--- src/rtl/click_pkg.sv ---
package click_pkg;

    localparam int NPIX     = 12;
    localparam int ONES_W   = $clog2(NPIX + 1);
    localparam int MAJ_BASE = 7;
    localparam int MIN_BASE = 5;
    localparam int WIN_W    = 5;

    typedef enum logic [1:0] {
        SLC_WHITE = 2'd0,
        SLC_BLACK = 2'd1,
        SLC_UNDEC = 2'd2
    } slice_class_t;

    typedef struct packed {
        logic [1:0] rate;
        logic [1:0] thr;
        logic [2:0] win;
    } click_cfg_t;

    typedef struct packed {
        logic             finger;
        logic             armed;
        logic [WIN_W-1:0] gap;
    } track_t;

    function automatic logic [WIN_W-1:0] window_len(input logic [2:0] code);
        case (code)
            3'd0:    return WIN_W'(5);
            3'd1:    return WIN_W'(7);
            3'd2:    return WIN_W'(10);
            3'd3:    return WIN_W'(12);
            3'd4:    return WIN_W'(16);
            3'd5:    return WIN_W'(20);
            3'd6:    return WIN_W'(25);
            default: return WIN_W'(31);
        endcase
    endfunction

    function automatic logic [ONES_W-1:0] count_ones(input logic [NPIX-1:0] v);
        logic [ONES_W-1:0] n;
        n = '0;
        for (int i = 0; i < NPIX; i++) begin
            n = n + ONES_W'(v[i]);
        end
        return n;
    endfunction

endpackage

--- src/rtl/click_slice_timer.sv ---
module click_slice_timer
    import click_pkg::*;
#(
    parameter int BASE_DIV = 694444
) (
    input  logic       clk,
    input  logic       rst,
    input  logic       en,
    input  logic [1:0] rate_sel,
    output logic       slice_tick
);
    localparam int MAX_PERIOD = 4 * BASE_DIV;
    localparam int CW         = $clog2(MAX_PERIOD) + 1;

    logic [CW-1:0] cnt;
    logic [CW-1:0] last_cnt;

    always_comb begin
        last_cnt = CW'(BASE_DIV * (int'(rate_sel) + 1) - 1);
    end

    assign slice_tick = en && (cnt == last_cnt);

    always_ff @(posedge clk) begin
        if (rst || !en) begin
            cnt <= '0;
        end else if (slice_tick) begin
            cnt <= '0;
        end else begin
            cnt <= cnt + 1'b1;
        end
    end

    AST_CNT_IN_RANGE: assert property (@(posedge clk) disable iff (rst)
        cnt <= last_cnt);

endmodule

--- src/rtl/click_slice_classify.sv ---
module click_slice_classify
    import click_pkg::*;
(
    input  logic [NPIX-1:0] pix,
    input  logic [1:0]      thr_sel,
    output slice_class_t    cls
);
    logic [ONES_W-1:0] ones;
    logic [ONES_W-1:0] zeros;
    logic [ONES_W-1:0] hi_lim;
    logic [ONES_W-1:0] lo_lim;
    logic              is_black;
    logic              is_white;

    always_comb begin
        ones     = count_ones(pix);
        zeros    = ONES_W'(NPIX) - ones;
        hi_lim   = ONES_W'(MAJ_BASE) + ONES_W'(thr_sel);
        lo_lim   = ONES_W'(MIN_BASE) - ONES_W'(thr_sel);
        is_black = (ones > hi_lim) && (zeros < lo_lim);
        is_white = (zeros > hi_lim) && (ones < lo_lim);
        if (is_black)      cls = SLC_BLACK;
        else if (is_white) cls = SLC_WHITE;
        else               cls = SLC_UNDEC;
    end

endmodule

--- src/rtl/click_pair_tracker.sv ---
module click_pair_tracker
    import click_pkg::*;
(
    input  logic         clk,
    input  logic         rst,
    input  logic         en,
    input  logic         slice_tick,
    input  slice_class_t cls,
    input  logic [2:0]   win_sel,
    output logic         click_pulse,
    output logic         click_seen
);
    track_t           cur;
    track_t           nxt;
    logic             pulse_d;
    logic             is_trans;
    logic [WIN_W-1:0] win;

    always_comb begin
        win      = window_len(win_sel);
        nxt      = cur;
        pulse_d  = 1'b0;
        is_trans = 1'b0;
        if (slice_tick) begin
            is_trans = ((cls == SLC_BLACK) && !cur.finger) ||
                       ((cls == SLC_WHITE) &&  cur.finger);
            if (is_trans) begin
                nxt.finger = (cls == SLC_BLACK);
                nxt.gap    = '0;
                if (cur.armed && (cur.gap < win)) begin
                    pulse_d   = 1'b1;
                    nxt.armed = 1'b0;
                end else begin
                    nxt.armed = 1'b1;
                end
            end else if (cur.armed && (cur.gap < win)) begin
                nxt.gap = cur.gap + 1'b1;
            end
        end
    end

    always_ff @(posedge clk) begin
        if (rst) begin
            cur         <= '0;
            click_pulse <= 1'b0;
            click_seen  <= 1'b0;
        end else if (!en) begin
            cur         <= '0;
            click_pulse <= 1'b0;
        end else begin
            cur         <= nxt;
            click_pulse <= pulse_d;
            click_seen  <= click_seen | pulse_d;
        end
    end

    AST_PULSE_SINGLE: assert property (@(posedge clk) disable iff (rst)
        click_pulse |=> !click_pulse);
    AST_FLAG_STICKY: assert property (@(posedge clk) disable iff (rst)
        click_seen |=> click_seen);
    AST_GAP_CAPPED: assert property (@(posedge clk) disable iff (rst)
        cur.gap <= win);
    AST_QUIET_WHEN_OFF: assert property (@(posedge clk) disable iff (rst)
        !en |=> !click_pulse);

endmodule

--- src/rtl/click_detect.sv ---
module click_detect
    import click_pkg::*;
#(
    parameter int BASE_DIV = 694444
) (
    input  logic        clk,
    input  logic        rst,
    input  logic        en,
    input  logic [11:0] pix,
    input  logic [1:0]  rate_sel,
    input  logic [1:0]  thr_sel,
    input  logic [2:0]  win_sel,
    output logic        click_pulse,
    output logic        click_seen
);
    click_cfg_t   cfg;
    logic         slice_tick;
    slice_class_t cls;

    assign cfg = '{rate: rate_sel, thr: thr_sel, win: win_sel};

    click_slice_timer #(.BASE_DIV(BASE_DIV)) u_timer (
        .clk        (clk),
        .rst        (rst),
        .en         (en),
        .rate_sel   (cfg.rate),
        .slice_tick (slice_tick)
    );

    click_slice_classify u_classify (
        .pix     (pix),
        .thr_sel (cfg.thr),
        .cls     (cls)
    );

    click_pair_tracker u_tracker (
        .clk         (clk),
        .rst         (rst),
        .en          (en),
        .slice_tick  (slice_tick),
        .cls         (cls),
        .win_sel     (cfg.win),
        .click_pulse (click_pulse),
        .click_seen  (click_seen)
    );

    AST_PULSE_ON_SLICE: assert property (@(posedge clk) disable iff (rst)
        click_pulse |-> $past(slice_tick));

endmodule

--- config.mk ---
export PLATFORM = sky130hd
export DESIGN_NAME = click_detect
export DESIGN_NICKNAME = d
export VERILOG_FILES = /design/src/rtl/click_pkg.sv /design/src/rtl/click_slice_timer.sv /design/src/rtl/click_slice_classify.sv /design/src/rtl/click_pair_tracker.sv /design/src/rtl/click_detect.sv
export SDC_FILE = /design/constraint.sdc
export NUM_CORES = 1
export LEC_CHECK = 0
export ABC_AREA = 1
export BUFFER_PORTS_ARGS = -buffer_cell sky130_fd_sc_hd__buf_4
export CAP_MARGIN = 10
export CORE_MARGIN = 2
export CORE_UTILIZATION = 45
export DETAILED_ROUTE_END_ITERATION = 10
export PLACE_DENSITY_LB_ADDON = 0.25
export SETUP_SLACK_MARGIN = 0.02
export SYNTH_ARGS = -nofsm -noshare
export SYNTH_HDL_FRONTEND = slang
export SYNTH_SLANG_ARGS = --single-unit
--- constraint.sdc ---
create_clock -name clk -period 8.55 [get_ports clk]
set_input_delay 0.4275 -clock clk [delete_from_list [all_inputs] [get_ports clk]]
set_output_delay 0.4275 -clock clk [all_outputs]
set_load 0.01 [all_outputs]
Yosys cells after proc, flatten, opt, wreduce, memory -nomap -nowiden
Index checks and enable logic that the tools add are counted.

operators by class
  add/sub/neg operators = 18
  multiply operators = 1
  magnitude comparators = 5
  eq/ne operators = 8
  multiplexer cells = 9
  bitwise operators = 2
  reductions and logical operators = 17

operators by type and width
  operator                number
  $add 4x1->4             10
  $pmux 5 s7              1
  $mul 19x32->21 const A  1
  $add 23x1->23 const B   1
  $eq 23x23->1            1
  $sub 23x2->23 const B   1
  $mux 5                  2
  $eq 3x3->1 const B      3
  $gt 4x4->1              2
  $lt 4x4->1              2
  $eq 3x2->1 const B      2
  $logic_and 1x1->1       6
  $add 5x1->5 const B     1
  $lt 5x5->1              1
  $add 3x2->4 const A     1
  $mux 1                  4
  $mux 2                  2
  $reduce_and 2->1        2
  $reduce_or 2->1         2
  $sub 3x2->4 const A     1
  $sub 4x4->4 const A     1
  $add 2x1->3 const B     1
  $eq 3x1->1 const B      1
  $logic_not 3->1         1
  8 further kinds         10

word-level totals
  flip-flop bits (word level) = 32
  logic and storage cells = 66

Longest topological paths before layout
Gate-level depths: netlist of run 1.

  depth in word-level cells = 22
  mapped depth = 29

By module
From an unflattened synthesis of run 1, not the netlist that was laid out.

unflattened totals
  cell total of the unflattened synthesis = 456
  area, all modules = 3031.7 um2

by module, submodules not included
  module                instances  cells each  area an instance (um2)  seq. area each (um2)
  click_slice_timer     1          270         1717.9                  460.4
  click_slice_classify  1          101         680.7                   0.0
  click_pair_tracker    1          85          633.1                   180.2

Worst setup path before layout of run 1
No wires, ideal clock.

  kind = input port to flip-flop
  start = input port pix[0]
  end = register u_tracker.cur[4] (netlist name)
  data arrival time = 4499 ps
  slack = 3938 ps
  stages = 22
  cell sequence = ha_1 inv_1 fa_1 fa_1 fa_1 fa_1 fa_1 ha_1 xnor2_1 ha_1 nand2_1 nor2_1 nor2_1 nand3_1 nor2_1 nand2_1 nand2_2 nand2_2 nand2_1 inv_1 nand2_1 nor2_1

between the ends
  longest elaborated chain between the ends = 21

RTL lines
  item                                                  line                                                RTL
  from (decl)                                           click_detect.sv:9                                   input logic [11:0] pix,
  $add 1x1->2 *                                         click_pkg.sv:44                                     n = n + ONES_W'(v[i]);
  $add 4x1->4 * (10 in a row)                           click_pkg.sv:44
  $sub 4x4->4                                           click_slice_classify.sv:17                          zeros = ONES_W'(NPIX) - ones;
  $gt 4x4->1                                            click_slice_classify.sv:21                          is_white = (zeros > hi_lim) && (ones < lo_lim);
  $logic_and 1x1->1                                     click_slice_classify.sv:21
  $mux 2                                                click_slice_classify.sv:23                          else if (is_white) cls = SLC_WHITE;
  $mux 2 *                                              click_slice_classify.sv:22                          if (is_black) cls = SLC_BLACK;
  $eq 2x1->1 / $logic_not 2->1 (equally long branches)  click_pair_tracker.sv:25, click_pair_tracker.sv:26
  $logic_and 1x1->1, on equally long branches           click_pair_tracker.sv:25, click_pair_tracker.sv:26
  $logic_or 1x1->1 *                                    click_pair_tracker.sv:25                            is_trans = ((cls == SLC_BLACK) && !cur.finger) ||
  $reduce_bool 2->1 (no line)                           n/a
  $reduce_and 2->1 (no line)                            n/a
  to (signal assigned)                                  click_pair_tracker.sv:51                            cur <= nxt;
  to (decl)                                             click_pair_tracker.sv:13                            track_t cur;

Every way passes the cells marked *; elsewhere a longest branch is shown, timed or not.
A chain may end at the register's enable or synchronous reset.

Worst setup path after layout of run 1
Same ends and word-level chain as after synthesis.

==> results of run 1 <==
## metrics by stage
step / area [um^2] / power [W] / setup WS (ps)
after floorplan: 3240 / 0.000372 / 3940
after global placement: 3480 / 0.000420 / 3640
after detailed placement: 3480 / 0.000432 / 3530
after CTS: 3570 / 0.000554 / 3840
after global routing: 3570 / 0.000620 / 3400
final: 3570 / 0.000550 / 3830
## cells by family (layout without fill, tap and decap cells)
kind of cell,after synthesis,in the layout
AO/OA/AOI/OAI,42,42
XOR/XNOR,5,5
adder cells (fa/ha/maj),39,39
buffers and inverters,109,133
flip-flops,32,32
AND/OR/NAND/NOR,293,293
## path summary, 6_finish.rpt
check,from,end
max,pix[0],u_tracker.cur[4]$_SDFFE_PP0P_
min,rst,u_tracker.click_seen$_SDFFE_PP0P_
max reg2reg,u_timer.cnt[0]$_SDFF_PP0_,u_timer.cnt[19]$_SDFF_PP0_
min reg2reg,u_tracker.click_seen$_SDFFE_PP0P_,u_tracker.click_seen$_SDFFE_PP0P_
## per-layer routing
layer	global-route usage [%]	part of all wire [%]
met5	0	0
met4	5.92	1.4
met2	32.4	45
met3	3.26	4.4
met1	25.9	49
## final cells by class
type	count	area, um^2	area share, %
flip-flops and latches	32	641	17.9
clock buffers	6	82.6	2.31
inverters	102	385	10.8
well taps	96	120	3.36
repair buffers	23	173	4.83
multi-input cells	379	2160	60.5
clock inverters	2	10.0	0.280
## cell usage in the layout (no fill, tap or decap), types with 2 or more instances in the layout
cell type,n
nand2_1,160
inv_1,85
nor2_1,52
nand3_1,32
ha_1,32
dfxtp_1,32
buf_4,23
a21oi_1,19
inv_2,14
nand2_2,9
o21ai_0,9
nor3_1,8
nand4_1,7
o21ai_1,7
fa_1,7
clkbuf_8,6
nor3_2,5
clkinv_2,4
nor3_4,3
xor2_1,3
o211ai_1,3
nor3b_2,3
xnor2_1,2
nand3_2,2
nor2_4,2
nand3b_1,2
nor4_1,2
## state kept, by name (all words and copies together) (netlist names)
| name | cells |
|---|---|
| u_timer.cnt | 23 |
| u_tracker.click_pulse | 1 |
| u_tracker.click_seen | 1 |
| u_tracker.cur | 7 |
## where the power goes
group	total, W	switching, W	internal [W]
Combinational	0.000278	0.000165	0.000113
Sequential	0.000150	0.000000546	0.000149
Clock	0.000122	0.0000575	0.0000642
## worst max-delay path, delay by kind of cell
kind	cells	cell delay, ps
fa+ha+maj	8	3090
simple gates	11	930
xor+xnor	1	230
buf+inv	3	230
==> impl_metrics.csv, run 1 <==
group,metric,value,unit
status,outcome,"finished, final reports clean",
die,die_x,88.8,um
placement,gp_congestion,0.897,
clocking,cts_resized,0,
synthesis,ys_seq_area_share,19.8,%
clocking,numCtsBuffers,5,
cells_and_area,fin_cells,640,
run,maxCapViolations,0,
drt,routed-via-count,3092,
synthesis,async_flop_share,0,%
sta,worst_clock_skew,6.93,ps
setup_path,path_common_cell,"fa_1",
clocking,h-tree-depth,2,
clocking,postCtsHoldBufs,0,
setup_path,reg2reg_slack,6360,ps
synthesis,netlist_top_cells_area,"dfxtp_1, nand2_1, ha_1",
clocking,clock-sinks,32,
worst_hold_path,hold-path-cell-count,2,
cells_and_area,antenna_cells,0,
drt,viasPerCell,4.83,
cells_and_area,syn_to_final_growth,10.4,%
synthesis,yosysWarnings,0,
synthesis,ys_ff_latch,32,
synthesis,yosys.area_share.adder,16.7,%
placement,dp_hpwl,5680,um
clocking,clock_latency,290,ps
die,start_util,47.1,%
drt,first_pass_iters,6,
global_route,grtUsageTotal,19.5,%
synthesis,syn_nets,581,
synthesis,synth_xor_area_share,1.35,%
die,num_rows,30,
setup_path,critPathLaunchType,"input port",
synthesis,yosysMostFrequentCell,"nand2_1",
worst_hold_path,holdCritPathClass,"in2reg",
drt,drc,0,
global_route,grt_pass1_wl,12200,um
sta,whs,341,ps
placement,portBuffers,23,
power,p_per_area,154,mW/mm^2
sta,clock.fmax,0.212,GHz
drt,wl,6990,um
clocking,cts_tree,"built",
die,fp.coreArea,0.00687,mm^2
drt,drt_iter0_drc,116,
setup_path,crit_fanout,7,
die,dieArea,0.00789,mm^2
clocking,clockBufferDepth,2,
cells_and_area,finish.utilization,52.0,%
sta,setup_violations,0,
clocking,clk_root_buffer_cell,"clkbuf_8",
synthesis,synth-main-ff-cell,"dfxtp_1",
cells_and_area,final_layout_size_suffix_gt1_share,14.0,%
drt,routedWlPerCell,10.9,um
setup_path,reg2reg_depth,10,
global_route,overflow,0,
global_route,grt_max_degree,24,
synthesis,avgSynthCellArea,6.22,um^2
clocking,cts_setup_buffers,0,
die,io_pins,24,
setup_path,setup.worst_path.end_class,"flop",
synthesis,synth_edf_count,0,
global_route,antenna_found_initial,0,
sta,fin_crit,4720,ps
placement,placed_cells,632,
synthesis,ys_top_cells_by_count,"nand2_1, inv_1, nor2_1",
setup_path,worst_ep_arrival_time,4900,ps
sta,rsz0062_at_grt,"false",
sta,relSlewSlack,61.7,%
power,leakagePower,1.76,nW
die,dieHeight,88.8,um
synthesis,ys_types,39,
setup_path,crit_chain,"buf_4 > ha_1 > inv_1 > fa_1 > fa_1 > fa_1 > fa_1 > fa_1 > ha_1 > xnor2_1 > ha_1 > nand2_1 > nor2_1 > nor2_1 > nand3_1 > nor2_1 > nand2_1 > nand2_2 > nand2_2 > nand2_1 > inv_1 > nand2_1 > nor2_1",
synthesis,synth-simple-area-share,41.7,%
synthesis,synth_cells,520,
sta,finalHoldViolCount,0,
setup_path,slowest_delay,540,ps
synthesis,yosysTopAreaCellShare,19.8,%
global_route,grt_pass1_vias,2849,
synthesis,synthMuxAreaShare,0,%
cells_and_area,nets,604,
power,vdd_drop_max,0.176,mV
sta,worstMarginPinSlew,573,ps
drt,postRouteAntennaNets,0,
sta,finalSetupTns,0,ps
setup_path,worstSetupPathType,"in2reg",
setup_path,critPathSlowestCell,"fa_1",
cells_and_area,fillCellCount,733,
sta,final_max_slew_viol_count,0,
sta,finalCritPeriodShare,55.2,%
synthesis,synth_top_cell_by_area,"dfxtp_1",
synthesis,synth-compound-area-share,7.00,%
synthesis,syn_area,0.00324,mm^2
setup_path,crit_required,8730,ps
clocking,clk_pin_slew,70,ps
synthesis,synth_top_family_by_area,"simple AND/OR/NAND/NOR gates",
Note: power is estimated with default switching activity, not from simulation.
==> run 2, diff against run 1 <==
- ABC_AREA: 1 -> 0
- clock period: 8.55 -> 4.1 ns (I/O delays scaled with it)
==> run 2 against run 1 <==
- the run now ends with negative setup slack left
- combinational power rose to 3.1 times the previous value
- largest power group unchanged
- design area down 11%
- worst setup slack worse by 4100 ps
- first-iteration DRC count is 34% lower
- non-clock buffer count grew 14
- cell count shrank 34%
- clock power grew to 2.5 times the previous value
- largest cell class unchanged
- via count down 29%
- highest routed layer unchanged
==> impl_metrics.csv, run 2 <==
group,metric,value,unit
sta,setup_violations,9,
global_route,grt_max_degree,18,
run,maxCapViolations,0,
setup_path,crit_fanout,7,
setup_path,reg2reg_slack,1280,ps
sta,worst_clock_skew,7.48,ps
synthesis,ys_types,47,
sta,final_max_slew_viol_count,0,
placement,placed_cell_area,0.00291,mm^2
die,die_x,79.6,um
clocking,clk_pin_slew,70,ps
clocking,clockBufferDepth,2,
sta,relSlewSlack,19.8,%
power,vdd_drop_max,0.254,mV
setup_path,worst_ep_arrival_time,4600,ps
setup_path,worstSetupPathType,"in2reg",
setup_path,critPathBufInv,2,
clocking,clock_latency,290,ps
cells_and_area,fin_cells,422,
synthesis,async_flop_share,0,%
drt,first_pass_iters,4,
clocking,clock-sinks,32,
setup_path,setup.worst_path.end_class,"flop",
cells_and_area,syn_to_final_growth,23.3,%
setup_path,cp_top_family,"adder cells",
setup_path,worst-path-stages,18,
setup_path,endpoint,"u_tracker.click_seen$_SDFFE_PP0P_",
die,num_rows,27,
clocking,postCtsHoldBufs,0,
die,dieHeight,79.6,um
placement,placed_cells,408,
drt,drt_iter0_drc,77,
clocking,cts_tree,"built",
sta,finalCritPeriodShare,106,%
synthesis,netlist_top_cells_area,"dfxtp_1, ha_1, xor2_1",
global_route,overflow,0,
sta,finalHoldViolCount,0,
cells_and_area,regMostFlops,"u_timer.cnt",
cells_and_area,final_common_cell,"buf_4",
sta,finalSetupTns,-1760,ps
cells_and_area,antenna_cells,0,
synthesis,yosysTopAreaCellShare,24.9,%
placement,pre_cts_ws,-774,ps
global_route,grtUsageTotal,18.6,%
drt,wl,5370,um
setup_path,cp-startpoint,"pix[1]",
setup_path,path_common_cell,"fa_1",
synthesis,yosysWarnings,0,
synthesis,synth-main-ff-cell,"dfxtp_1",
placement,dp_hpwl,3980,um
setup_path,timing.rr.end,"u_timer.cnt[14]$_SDFF_PP0_",
placement,gp_congestion,0.771,
clocking,h-tree-depth,2,
synthesis,ys_top_cells_by_count,"nor2_1, dfxtp_1, ha_1, inv_1, nand2_1",
setup_path,reg2reg_depth,7,
synthesis,synth_edf_count,0,
power,finalPower,0.00147,W
synthesis,avgSynthCellArea,8.24,um^2
clocking,numCtsBuffers,5,
synthesis,ys_ff_latch,32,
drt,drc,0,
setup_path,critPathLaunchType,"input port",
drt,postRouteAntennaNets,0,
die,io_pins,24,
cells_and_area,nets,410,
drt,routed-via-count,2189,
setup_path,crit_required,4340,ps
global_route,grt_pass1_vias,2097,
status,violations,"negative setup slack",
drt,viasPerCell,5.19,
setup_path,crit-reg2reg-launch,"u_timer.cnt[10]$_SDFF_PP0_",
clocking,clk_root_buffer_cell,"clkbuf_8",
placement,portBuffers,23,
die,dieArea,0.00633,mm^2
die,fp.coreArea,0.00551,mm^2
global_route,antenna_found_initial,0,
die,start_util,46.7,%
sta,worstMarginPinSlew,1200,ps
worst_hold_path,holdCritPathClass,"in2reg",
cells_and_area,largest_reg_flops,23,
sta,fin_crit,4360,ps
sta,rsz0062_at_grt,"true",
synthesis,synth_top_cell_by_area,"dfxtp_1",
setup_path,slowest_delay,580,ps
drt,routedWlPerCell,12.7,um
synthesis,ys_seq_area_share,24.9,%
synthesis,syn_area,0.00257,mm^2
status,outcome,"complete, but fails checks",
cells_and_area,stdcell_area,0.00317,mm^2
power,p_per_area,463,mW/mm^2
cells_and_area,layout_common_cells,"buf_4, nor2_1, dfxtp_1",
cells_and_area,reg_top3,"u_timer.cnt: 23 flops, u_tracker.cur: 7 flops",
power,leakagePower,1.38,nW
cells_and_area,final_layout_size_suffix_gt1_share,19.7,%
global_route,grt_pass1_wl,9410,um
synthesis,synth_cells,312,
setup_path,crit_chain,"buf_6 > ha_4 > inv_2 > fa_1 > fa_1 > fa_1 > fa_2 > fa_2 > ha_4 > xor2_2 > ha_1 > nand4_1 > nand3b_1 > a21oi_1 > nand3b_1 > mux2_4 > nor3_4 > o21ba_2",
sta,clock.fmax,0.229,GHz
sta,setup_ws,-260,ps
setup_path,critPathSlowestCell,"fa_2",
synthesis,syn_nets,373,
synthesis,yosysMostFrequentCell,"nor2_1",
run 2: changes by cell type after synthesis, sizes merged, moves of 4 or more:
cell / delta
a21oi: -6
nor2: -21
nand4: -4
inv: -68
xnor2: +10
and3: +12
o21ai: -6
nand2: -144
xor2: +18
nand3: -22
a31oi: +4
nor3: -9
run 2: area by class of cell:
class	instances	area, um^2
Tap cell	72	90.1
Clock inverter	3	42.5
Sequential cell	32	641
Inverter	31	116
Clock buffer	5	68.8
Timing Repair Buffer	37	289
Fill cell	505	2340
Multi-Input combinational cell	242	1920
run 2: worst min-delay path by stage:
stage / from / to / slack, ps / depth (start not counted)
finish: rst / u_tracker.click_seen$_SDFFE_PP0P_ / 200 / 2
global route: rst / u_tracker.click_seen$_SDFFE_PP0P_ / 200 / 2
CTS: rst / u_tracker.click_seen$_SDFFE_PP0P_ / 190 / 2
detailed placement: u_timer.cnt[0]$_SDFF_PP0_ / u_timer.cnt[0]$_SDFF_PP0_ / 440 / 1
global placement: u_timer.cnt[0]$_SDFF_PP0_ / u_timer.cnt[0]$_SDFF_PP0_ / 430 / 1
floorplan: rst / u_tracker.click_seen$_SDFFE_PP0P_ / 380 / 1
run 2: timing repair:
item,in CTS,in global routing
setup endpoints to repair,9,9
gates resized for setup,10,8
cloned,1,0
pin swaps,8,8
setup buffers,4,1
run 2: routing by layer:
layer | routed length (um) | global-route usage, % | vias up
li1 | - | - | 1155
met1 | 2690 | 24.1 | 998
met2 | 2490 | 31.5 | 31
met3 | 136 | 3.39 | 5
met4 | 65 | 5.34 | 0
met5 | 0 | 0 | -
run 2: stage by stage:
| step | utilization [%] | hold WS (ps) |
|---|---|---|
| after detailed placement | 52.8 | 436 |
| after CTS | 56.6 | 190 |
| final | 57.6 | 200 |
| after global placement | 52.8 | 428 |
| after global routing | 57.6 | 203 |
| after floorplan | - | 384 |
run 2: where the power goes:
part           leakage [nW]  switching [W]  internal [W]
sequential            0.258    0.000000691      0.000312
combinational          1.06       0.000411      0.000440
clock                0.0541       0.000125      0.000180
run 2: logic make-up (layout without fill, tap and decap cells):
family	Yosys count	after routing	synth area share, %
mux	1	2	0.438
xor+xnor	33	33	11.2
simple gates	124	124	25.0
fa+ha+maj	39	39	21.0
buf+inv	39	76	6.18
compound gates	44	44	11.2
flops	32	32	24.9
==> run 3, diff against run 2 <==
- PLACE_DENSITY_LB_ADDON: 0.25 -> 0.3
==> run 3 against run 2 <==
- the flow still finishes with violations (negative setup slack)
- hold slack better by 3.2 ps
- cell count is 0.71% lower
- design area is 0.55% lower
- die area stayed put
- clock skew is 2.7 ps higher
- sequential cell count stayed put
- non-clock buffer count is 3 lower
- clock power is 2% lower
- clock-buffer cell count is 1 higher
- via count is 1.1% higher
- combinational power is 2% higher
- global-route usage is 0.17 points lower
==> impl_metrics.csv, run 3 (synthesized netlist as in run 2, its figures left out) <==
group,metric,value,unit
sta,rsz0062_at_grt,"true",
clocking,clockBufferDepth,2,
power,leakagePower,1.36,nW
cells_and_area,reg_top3,"u_timer.cnt: 23 flops, u_tracker.cur: 7 flops",
global_route,grt_pass1_vias,2081,
die,num_rows,27,
setup_path,crit_required,4310,ps
sta,fin_crit,4420,ps
setup_path,worst_ep_arrival_time,4630,ps
setup_path,reg2reg_slack,1390,ps
cells_and_area,final_layout_size_suffix_gt1_share,19.3,%
sta,final_max_slew_viol_count,0,
die,io_pins,24,
clocking,clk_root_buffer_cell,"clkbuf_8",
clocking,cts_tree,"built",
cells_and_area,final_common_cell,"nor2_1",
sta,finalSetupTns,-2210,ps
setup_path,crit-reg2reg-launch,"u_timer.cnt[10]$_SDFF_PP0_",
cells_and_area,fillCellCount,514,
power,finalPower,0.00147,W
global_route,grt-busiest-layer,"met2",
cells_and_area,regMostFlops,"u_timer.cnt",
cells_and_area,largest_reg_flops,23,
setup_path,critPathBufInv,3,
clocking,clock_latency,290,ps
clocking,clock-sinks,32,
global_route,antenna_found_initial,0,
clocking,numCtsBuffers,5,
global_route,grt_use_met3,3.73,%
clocking,h-tree-depth,2,
sta,finalHoldViolCount,0,
setup_path,cp_top_family,"adder cells",
sta,setup_violations,8,
drt,routedWlPerCell,13.0,um
worst_hold_path,holdCritPathClass,"in2reg",
clocking,clk_pin_slew,70,ps
drt,first_pass_iters,4,
setup_path,critPathSlowestCell,"fa_1",
power,vdd_drop_max,0.291,mV
setup_path,slowest_delay,510,ps
setup_path,cp-startpoint,"pix[1]",
global_route,met2_usage,29.9,%
placement,gp_congestion,0.852,
sta,finalCritPeriodShare,108,%
drt,wl,5430,um
die,dieArea,0.00633,mm^2
cells_and_area,antenna_cells,0,
global_route,grt_max_degree,23,
sta,worstMarginPinSlew,1100,ps
die,fp.coreArea,0.00551,mm^2
die,die_x,79.6,um
die,start_util,46.7,%
clocking,postCtsHoldBufs,0,
setup_path,path_common_cell,"fa_1",
run,maxCapViolations,0,
sta,setup_ws,-323,ps
cells_and_area,nets,407,
setup_path,worstSetupPathType,"in2reg",
setup_path,reg2reg_depth,7,
placement,dp_hpwl,3970,um
setup_path,critPathLaunchType,"input port",
drt,drt_iter0_drc,123,
worst_hold_path,hold-path-cell-count,2,
sta,clock.fmax,0.226,GHz
status,outcome,"complete, but fails checks",
cells_and_area,layout_common_cells,"nor2_1, buf_4, dfxtp_1",
power,p_per_area,468,mW/mm^2
sta,worst_clock_skew,10.2,ps
die,dieHeight,79.6,um
setup_path,setup.worst_path.end_class,"flop",
placement,portBuffers,23,
status,violations,"negative setup slack",
setup_path,crit_fanout,7,
global_route,overflow,0,
global_route,grt_pass1_wl,9340,um
cells_and_area,syn_to_final_growth,22.6,%
drt,postRouteAntennaNets,0,
setup_path,crit_chain,"buf_6 > ha_4 > inv_2 > fa_1 > fa_1 > fa_1 > fa_2 > fa_2 > xnor2_4 > buf_4 > ha_1 > o21ai_0 > a21oi_1 > o221ai_1 > nor2_2 > mux2_4 > o21ai_1 > nor3b_2",
global_route,met1_usage,24.6,%
worst_hold_path,min_from,"rst",
setup_path,worst-path-stages,18,
global_route,grtUsageTotal,18.4,%
drt,drc,0,
sta,relSlewSlack,26.6,%
drt,routed-via-count,2214,
drt,viasPerCell,5.28,
## run 3: path summary, 6_finish.rpt
| kind | to |
|---|---|
| worst min-delay path | u_tracker.click_seen$_SDFFE_PP0P_ |
| worst max-delay path | u_tracker.cur[5]$_SDFFE_PP0P_ |
| worst max register to register | u_timer.cnt[17]$_SDFF_PP0_ |
| worst min register to register | u_timer.cnt[0]$_SDFF_PP0_ |
## run 3: worst reg2reg max path, delay by kind of cell (launching register included)
family	cells	cell delay, ps
buffers and inverters	1	250
AND/OR/NAND/NOR	4	1070
flip-flops	1	370
AO/OA/AOI/OAI	2	960
## run 3: repair_timing
item / in CTS / in global routing
buffers inserted: 3 / 0
pin swaps: 17 / 6
setup endpoints to repair: 9 / 9
gates resized for setup: 11 / 8
endpoints found under the hold margin: 0 / 0
gates cloned: 1 / 0
## run 3: layout make-up
cell class                      count  area (um^2)  share of cell area, %
Multi-Input combinational cell    242         1930                   61.4
Sequential cell                    32          641                   20.3
Timing Repair Buffer               34          263                   8.34
Inverter                           31          116                   3.69
Tap cell                           72         90.1                   2.86
Clock buffer                        6         72.6                   2.30
Clock inverter                      2         35.0                   1.11
## run 3: per-layer routing
metal	vias to the layer above	wire, um
li1	1146	-
met1	1013	2530
met2	49	2560
met3	6	279
met4	0	63
met5	-	0
## run 3: report_power, final
part,leakage (nW),switching (W),internal (W)
registers,0.258,0.000000692,0.000312
logic,1.05,0.000414,0.000449
clock network,0.0552,0.000119,0.000180
## run 3: stage by stage
stage / instance area, um^2 / utilization, % / instances / hold slack, ps / worst slack, ps
detailed placement: 2900 / 52.7 / 407 / 439 / -772
finish: 3150 / 57.2 / 419 / 203 / -323
CTS: 3100 / 56.4 / 419 / 195 / -256
floorplan: 2630 / - / 312 / 384 / -441
global route: 3150 / 57.2 / 419 / 197 / -490
global placement: 2900 / 52.7 / 407 / 431 / -659
